### src/rtl/vlsa_pkg.sv
package vlsa_pkg;
    typedef enum logic {
        ST_IDLE    = 1'b0,
        ST_RECOVER = 1'b1
    } vlsa_state_e;
endpackage

### src/rtl/vlsa_seg_add.sv
// Plain ripple-style segment adder with carry in and carry out.
module vlsa_seg_add #(
    parameter int N = 16
) (
    input  logic [N-1:0] a_i,
    input  logic [N-1:0] b_i,
    input  logic         c_i,
    output logic [N-1:0] s_o,
    output logic         c_o
);
    localparam int EW = N + 1;
    logic [EW-1:0] total;

    assign total = {1'b0, a_i} + {1'b0, b_i} + {{N{1'b0}}, c_i};
    assign s_o   = total[N-1:0];
    assign c_o   = total[N];
endmodule

### src/rtl/vlsa_carry_est.sv
// Carry out of the top window of the lower segment, carry-in taken as 0.
module vlsa_carry_est #(
    parameter int EST_BITS = 4
) (
    input  logic [EST_BITS-1:0] wa_i,
    input  logic [EST_BITS-1:0] wb_i,
    output logic                est_o
);
    logic [EST_BITS:0] chain;

    assign chain[0] = 1'b0;
    for (genvar i = 0; i < EST_BITS; i++) begin : g_bit
        logic gen_b, prop_b;
        assign gen_b       = wa_i[i] & wb_i[i];
        assign prop_b      = wa_i[i] ^ wb_i[i];
        assign chain[i+1]  = gen_b | (prop_b & chain[i]);
    end
    assign est_o = chain[EST_BITS];
endmodule

### src/rtl/vlsa_ctrl.sv
module vlsa_ctrl
    import vlsa_pkg::*;
(
    input  logic clk_i,
    input  logic rst_ni,
    input  logic req_i,
    input  logic miss_i,
    output logic ready_o,
    output logic accept_o,
    output logic repair_o,
    output logic valid_o,
    output logic slow_o
);
    vlsa_state_e state_q, state_d;

    assign ready_o  = (state_q == ST_IDLE);
    assign accept_o = req_i & ready_o;
    assign repair_o = (state_q == ST_RECOVER);

    always_comb begin
        state_d = state_q;
        unique case (state_q)
            ST_IDLE:    if (accept_o && miss_i) state_d = ST_RECOVER;
            ST_RECOVER: state_d = ST_IDLE;
            default:    state_d = ST_IDLE;
        endcase
    end

    always_ff @(posedge clk_i) begin
        if (!rst_ni) state_q <= ST_IDLE;
        else         state_q <= state_d;
    end

    always_ff @(posedge clk_i) begin
        if (!rst_ni) begin
            valid_o <= 1'b0;
            slow_o  <= 1'b0;
        end else begin
            unique case (state_q)
                ST_IDLE: begin
                    valid_o <= accept_o & ~miss_i;
                    slow_o  <= 1'b0;
                end
                ST_RECOVER: begin
                    valid_o <= 1'b1;
                    slow_o  <= 1'b1;
                end
                default: begin
                    valid_o <= 1'b0;
                    slow_o  <= 1'b0;
                end
            endcase
        end
    end


    stall_after_miss_chk: assert property (@(posedge clk_i) disable iff (!rst_ni)
        (accept_o && miss_i) |=> !ready_o);

    fast_done_chk: assert property (@(posedge clk_i) disable iff (!rst_ni)
        (accept_o && !miss_i) |=> (valid_o && !slow_o));

    slow_done_chk: assert property (@(posedge clk_i) disable iff (!rst_ni)
        !ready_o |=> (valid_o && slow_o && ready_o));

    valid_source_chk: assert property (@(posedge clk_i) disable iff (!rst_ni)
        valid_o |-> ($past(accept_o) || $past(repair_o)));

    slow_only_valid_chk: assert property (@(posedge clk_i) disable iff (!rst_ni)
        slow_o |-> valid_o);
endmodule

### src/rtl/vlsa_adder.sv
module vlsa_adder #(
    parameter int WIDTH    = 32,
    parameter int SPLIT    = 16,
    parameter int EST_BITS = 4
) (
    input  logic             clk,
    input  logic             rst_n,
    input  logic             in_valid,
    output logic             in_ready,
    input  logic [WIDTH-1:0] in_a,
    input  logic [WIDTH-1:0] in_b,
    input  logic             in_cin,
    output logic             out_valid,
    output logic [WIDTH-1:0] out_sum,
    output logic             out_cout,
    output logic             out_slow
);
    localparam int UPPER = WIDTH - SPLIT;
    localparam int WLSB  = SPLIT - EST_BITS;
    localparam int HW    = UPPER + 1;

    logic [SPLIT-1:0] lo_sum;
    logic             lo_c;
    logic [UPPER-1:0] hi_sum;
    logic             hi_c;
    logic             est_c;
    logic             miss;
    logic             accept, repair;

    logic [SPLIT-1:0] lo_q;
    logic [HW-1:0]    hi_q;

    vlsa_seg_add #(.N(SPLIT)) u_lo (
        .a_i (in_a[SPLIT-1:0]),
        .b_i (in_b[SPLIT-1:0]),
        .c_i (in_cin),
        .s_o (lo_sum),
        .c_o (lo_c)
    );

    vlsa_carry_est #(.EST_BITS(EST_BITS)) u_est (
        .wa_i  (in_a[SPLIT-1:WLSB]),
        .wb_i  (in_b[SPLIT-1:WLSB]),
        .est_o (est_c)
    );

    vlsa_seg_add #(.N(UPPER)) u_hi (
        .a_i (in_a[WIDTH-1:SPLIT]),
        .b_i (in_b[WIDTH-1:SPLIT]),
        .c_i (est_c),
        .s_o (hi_sum),
        .c_o (hi_c)
    );

    assign miss = lo_c ^ est_c;

    vlsa_ctrl u_ctrl (
        .clk_i    (clk),
        .rst_ni   (rst_n),
        .req_i    (in_valid),
        .miss_i   (miss),
        .ready_o  (in_ready),
        .accept_o (accept),
        .repair_o (repair),
        .valid_o  (out_valid),
        .slow_o   (out_slow)
    );

    always_ff @(posedge clk) begin
        if (!rst_n) begin
            lo_q <= '0;
            hi_q <= '0;
        end else if (accept) begin
            lo_q <= lo_sum;
            hi_q <= {hi_c, hi_sum};
        end else if (repair) begin
            hi_q <= hi_q + {{UPPER{1'b0}}, 1'b1};
        end
    end

    assign out_sum  = {hi_q[UPPER-1:0], lo_q};
    assign out_cout = hi_q[UPPER];


    no_overstate_chk: assert property (@(posedge clk) disable iff (!rst_n)
        est_c |-> lo_c);

    repair_inc_chk: assert property (@(posedge clk) disable iff (!rst_n)
        !in_ready |=> ({out_cout, out_sum[WIDTH-1:SPLIT]} ==
                       $past({out_cout, out_sum[WIDTH-1:SPLIT]}) + {{UPPER{1'b0}}, 1'b1}));

    lower_hold_chk: assert property (@(posedge clk) disable iff (!rst_n)
        !in_ready |=> $stable(out_sum[SPLIT-1:0]));
endmodule

### config.mk
export PLATFORM = sky130hd
export DESIGN_NAME = vlsa_adder
export DESIGN_NICKNAME = d
export VERILOG_FILES = /design/src/rtl/vlsa_pkg.sv /design/src/rtl/vlsa_seg_add.sv /design/src/rtl/vlsa_carry_est.sv /design/src/rtl/vlsa_ctrl.sv /design/src/rtl/vlsa_adder.sv
export SDC_FILE = /design/constraint.sdc
export NUM_CORES = 1
export LEC_CHECK = 0
export ABC_AREA = 1
export BUFFER_PORTS_ARGS = -buffer_cell sky130_fd_sc_hd__clkbuf_2
export CORE_MARGIN = 2
export CORE_UTILIZATION = 30
export CTS_BUF_LIST = sky130_fd_sc_hd__clkbuf_4
export CTS_CLUSTER_SIZE = 8
export DETAILED_ROUTE_END_ITERATION = 6
export HOLD_SLACK_MARGIN = 0.05
export SYNTH_ARGS = -nofsm -noshare
export SYNTH_HDL_FRONTEND = slang
export SYNTH_SLANG_ARGS = --single-unit
### constraint.sdc
create_clock -name clk -period 1.9 [get_ports clk]
set_input_delay 0.095 -clock clk [delete_from_list [all_inputs] [get_ports clk]]
set_output_delay 0.095 -clock clk [all_outputs]
set_load 0.005 [all_outputs]
Word level (Yosys, flattened, before mapping) --
Index checks and enable logic that the tools add are counted.
Cells by class: shifts and indexed selects 0, equality and inequality tests 0, bitwise operators 18, mux-type cells 6, div/mod/pow operators 0, multipliers 0, reduce and logical (&&, ||, !) cells 2, add/subtract/negate cells 5, order comparisons 0
Operators with widths (number):
- $add 16x16->17 | 2
- $add 17x1->17 | 2
- $mux 17 | 2
- $add 17x1->17 const B | 1
- $and 1x1->1 | 9
- $pmux 1 s2 | 3
- $xor 1x1->1 | 4
- $or 1x1->1 | 3
- $not 1->1 | 2
- $reduce_bool 2->1 | 1
- $logic_and 1x1->1 | 1
- $mux 1 | 1
Word-level totals: bits in read-only memories 0, logic and storage cells 36, memory bits (writable) 0, output and inout port bits 36, memories kept 0, bits of input ports 68, register bits after elaboration 36, latch bits 0

Logic depth before layout (Yosys ltp) --
word-level depth 11, gate-level depth with buffers 16, depth with buffers taken out 16

Cells and area by module --
Synthesis repeated with hierarchy kept, for this count alone.
Second synthesis, totals: cell total of the unflattened synthesis 627, area, all modules 3838.7 um^2
Modules (own cells, without submodules):
- vlsa_adder | sequential area each 660.6 um^2, instances 1, cells each 234, area an instance 1684.1 um^2
- vlsa_seg_add at u_lo | sequential area each 0.0 um^2, instances 1, cells each 184, area an instance 992.2 um^2
- vlsa_seg_add at u_hi | sequential area each 0.0 um^2, instances 1, cells each 184, area an instance 985.9 um^2
- vlsa_ctrl | sequential area each 60.1 um^2, instances 1, cells each 13, area an instance 103.8 um^2
- vlsa_carry_est | sequential area each 0.0 um^2, instances 1, cells each 12, area an instance 72.6 um^2

Least setup slack after synthesis --
Ideal clock, no wire load.
path type input port to flip-flop, start point input in_a[13], end point register hi_q[10], arrival time 1845 ps, setup time 109 ps, stages on the path 16, path slack -54 ps, data required time 1791 ps, buffers on the path 0, path through ha_1 -> a21oi_1 -> o21ai_0 -> fa_1 -> nand2_1 -> nand2_1 -> nand2_1 -> nand2_1 -> nand2_1 -> nand2_1 -> nand2_1 -> nand2_1 -> nand2_1 -> nand3_1 -> nand2_1 -> inv_1
Between the ends: cells in the longest elaborated chain, start to end 9, elaborated cells between the ends (all ways) 10, classes of those cells add/sub (1); mux (1); bitwise (8)
RTL lines:
- start, declared | line vlsa_adder.sv:10 | input logic [WIDTH-1:0] in_a,
- $xor 1x1->1 | line vlsa_carry_est.sv:15 | assign prop_b = wa_i[i] ^ wb_i[i];
- $and 1x1->1 | line vlsa_carry_est.sv:16 | assign chain[i+1] = gen_b | (prop_b & chain[i]);
- $or 1x1->1 * | line vlsa_carry_est.sv:16
- $and 1x1->1 * | line vlsa_carry_est.sv:16
- $or 1x1->1 * | line vlsa_carry_est.sv:16
- $and 1x1->1 * | line vlsa_carry_est.sv:16
- $or 1x1->1 * | line vlsa_carry_est.sv:16
- $add 17x1->17 * | line vlsa_seg_add.sv:14 | assign total = {1'b0, a_i} + {1'b0, b_i} + {{N{1'b0}}, c_i};
- $mux 17 * | line vlsa_adder.sv:73 | end else if (accept) begin
- end signal, assigned | line vlsa_adder.sv:75 | hi_q <= {hi_c, hi_sum};
- end signal, assigned | line vlsa_adder.sv:77 | hi_q <= hi_q + {{UPPER{1'b0}}, 1'b1};
- end, declared | line vlsa_adder.sv:31 | logic [HW-1:0] hi_q;
Every way passes the cells marked *; elsewhere a longest branch is shown, timed or not. A chain may end at the register's enable or synchronous reset.

Worst setup path in the final report --
start point input in_a[13], end point register hi_q[16]
Same word-level chain as after synthesis.

==> metrics.cfg <==
[floorplanning]
die_h_um=113
rows=39
dieArea_sq_um=12700
die_w_um=113
initial_utilization_pct=30.9
core_sq_um=11500
io_pins=104

[setup_path]
end_kind=flop
arrival_ns=1.92
crit_path_frequent_cell=nand2_1
crit_slowest_cell=fa_2
crit_fanout=4
critPathLaunchType=primary input
cpPeakStageDelay_ns=0.40
path_class=in2reg
worstPathRequired_ns=2.16
crit_chain=clkbuf_2, ha_4, a21oi_2, o21ai_2, fa_2, nand2_2, nand2_1, nand2_1, nand2_2, nand2_1, nand2_1, nand2_1, nand2_1, nand2_1, nand3_1, nand2_1, inv_1

[synth]
yosysTopAreaCell=dfxtp_1
synth-seq-cells=36
syn_area_per_cell_sq_um=5.86
yosysSeqAreaShare_pct=20.3
syn_area_sq_um=3550
synth_top_area_share_pct=20.3
synth_area_leaders=dfxtp_1 20%, nand2_1 18%, ha_1 11%
yosysWarnings=0
syn_nets=707
synth_cells=605
synth_cell_type_count=36

[placement]
hpwl_um=8190
place_area_sq_um=4320
pre_cts_ws_ns=-0.296
place.gp.congestion=0.854
numPortBuffers=103

[grt]
grt-ovfl-total=0
grt_pass1_wl_um=16600
grt.total_usage_pct=15.5
antenna_found_initial=1
grt_max_degree=19
first_global_vias=3752

[finish]
area_growth_syn_to_layout_pct=25.4
stdcell_area_sq_um=4450
drive_gt1_share_pct=21.2
nNetsFinal=827
fill_cells=1323

[clock_network]
h-tree-depth=2
clk_pin_slew_ns=0.13
cts.sinks=36
cts_buffer_depth=2
cts_made_buffers=5
cts_tree=yes
cts_root_buffer=clkbuf_4
clk_latency_ns=0.35

[detailed_routing]
vias=3961
wl_per_cell_um=11.3
ant_nets=0
drt-pass1-iter-count=4
via_per_inst=4.55
routed_wl_um=9810
drc_errors=0
drt_iter0_drc=132

[sta]
fmax_ghz=0.605
finalCritPeriodShare_pct=86.9
worstMarginPinSlew_ns=0.340
hold_viol_final=0
drv_slew=0
layout_setup_ws_ns=0.248
rsz0062_at_grt=false
fin_skew_ns=0.0132
setup_violations=0
relSlewSlack_pct=77.3
period_minus_slack_ns=1.65

[power_and_ir_drop]
leakagePower_nw=2.52
vdd_drop_max_mv=0.223
p_per_area_nw_per_um2=506
power_mw=2.25

[status]
status=complete, no violations

[min_path]
min_path_type=in2reg

[flow_run]
drv_cap=0

-- critical path, delay by kind of cell --
family,cells,cell delay (ns)
and+or+nand+nor,11,0.75
adders and majority gates,2,0.64
AOI/OAI and AO/OA,2,0.27
buffers and inverters,2,0.15
-- per-stage QoR --
stage	std cells	TNS (ns)	hold WS, ns	utilization (%)
after floorplan	605	0	0.226	-
after global placement	858	-2.07	0.419	37.7
after detailed placement	858	-2.62	0.416	37.7
after CTS	867	0	0.138	38.2
after global routing	870	0	0.178	38.8
final	870	0	0.146	38.8
-- layer usage --
layer  vias up  wire length (um)  track usage (%)
li1       2169                 -                -
met1      1686              4700             20.5
met2       100              4550             26.8
met3         6               457             1.71
met4         0               101             4.47
met5         -                 0                0
-- cell usage in the layout, fill, tap and decap left out, types with 3 or more instances in the layout --
cell and count:
clkbuf_2 103, buf_4 19, o21bai_1 4, nand4_1 4, ha_1 29, o21ai_1 5
nor3_1 7, o21ai_0 27, xnor2_1 3, o211ai_1 3, a21oi_2 3, nand3b_1 3
dfxtp_1 36, and2_1 3, inv_1 99, clkbuf_4 5, nor2_2 3, a21oi_1 42
nand2_2 6, xor2_1 6, nand2_1 170, nand3_1 49, a31oi_1 3, nor2_1 69
-- what timing repair did --
| action | in CTS | in global routing |
|---|---|---|
| endpoints found under the hold margin | 2 | 0 |
| buffers inserted | 0 | 2 |
| endpoints found under the setup margin | 0 | 11 |
| resized for setup | 0 | 8 |
| hold buffers | 1 | 0 |
-- where the power goes --
group | total [mW] | switching (mW) | leakage [nW] | internal (mW)
clock | 0.413 | 0.273 | 0.0249 | 0.140
sequential | 0.893 | 0.0698 | 0.298 | 0.823
combinational | 0.945 | 0.542 | 2.20 | 0.404
total | 2.25 | 0.885 | 2.52 | 1.37
-- layout make-up --
type,count,area (sq um),share of cell area [%]
well taps,143,179,4.02
clock buffers,5,37.5,0.844
multi-input cells,457,2440,54.8
repair buffers,123,668,15.0
flip-flops and latches,36,721,16.2
clock inverters,3,18.8,0.422
inverters,102,383,8.61
diodes,1,2.50,0.0563
-- cell families (layout without fill, tap and decap cells) --
| logic type | after synthesis | in the layout | synth area share, % |
|---|---|---|---|
| and+or+nand+nor | 320 | 320 | 38.1 |
| buffers and inverters | 112 | 233 | 12.3 |
| AOI/OAI and AO/OA | 94 | 94 | 14.4 |
| DFF | 36 | 36 | 20.3 |
| adders and majority gates | 34 | 34 | 12.6 |
| xor gates and xnor gates | 9 | 9 | 2.22 |
| other | 0 | 1 | 0 |
-- synthesized netlist by cell type (all sizes together) --
master    n
inv     101
xor2      6
o22ai     1
a21oi    45
nor3      7
a21o      1
clkinv    1
o21ai    34
ha       31
o211ai    3
and2      3
nand2   176
or2       1
xnor2     3
o21a      1
o21bai    4
nand3    51
nand4     4
nor2     74
nand3b    4
fa        3
clkbuf    2
dfxtp    36
a31oi     3
a22oi     2
buf       8
-- registers in the layout (all words and copies together), names as in the netlist --
| name | count |
|---|---|
| lo_q | 16 |
| u_ctrl.slow_o | 1 |
| hi_q | 17 |
| u_ctrl.repair_o | 1 |
| u_ctrl.valid_o | 1 |
-- path summary, 6_finish.rpt --
check / start / end / slack, ns / cells after the start
setup / recovery: in_a[13] / hi_q[16] / 0.25 / 17
hold / removal: in_cin / lo_q[0] / 0.15 / 4
setup reg to reg: hi_q[0] / hi_q[16] / 0.37 / 10
hold reg to reg: lo_q[1] / lo_q[1] / 0.54 / 2
Note: power is estimated with default switching activity, not from simulation.
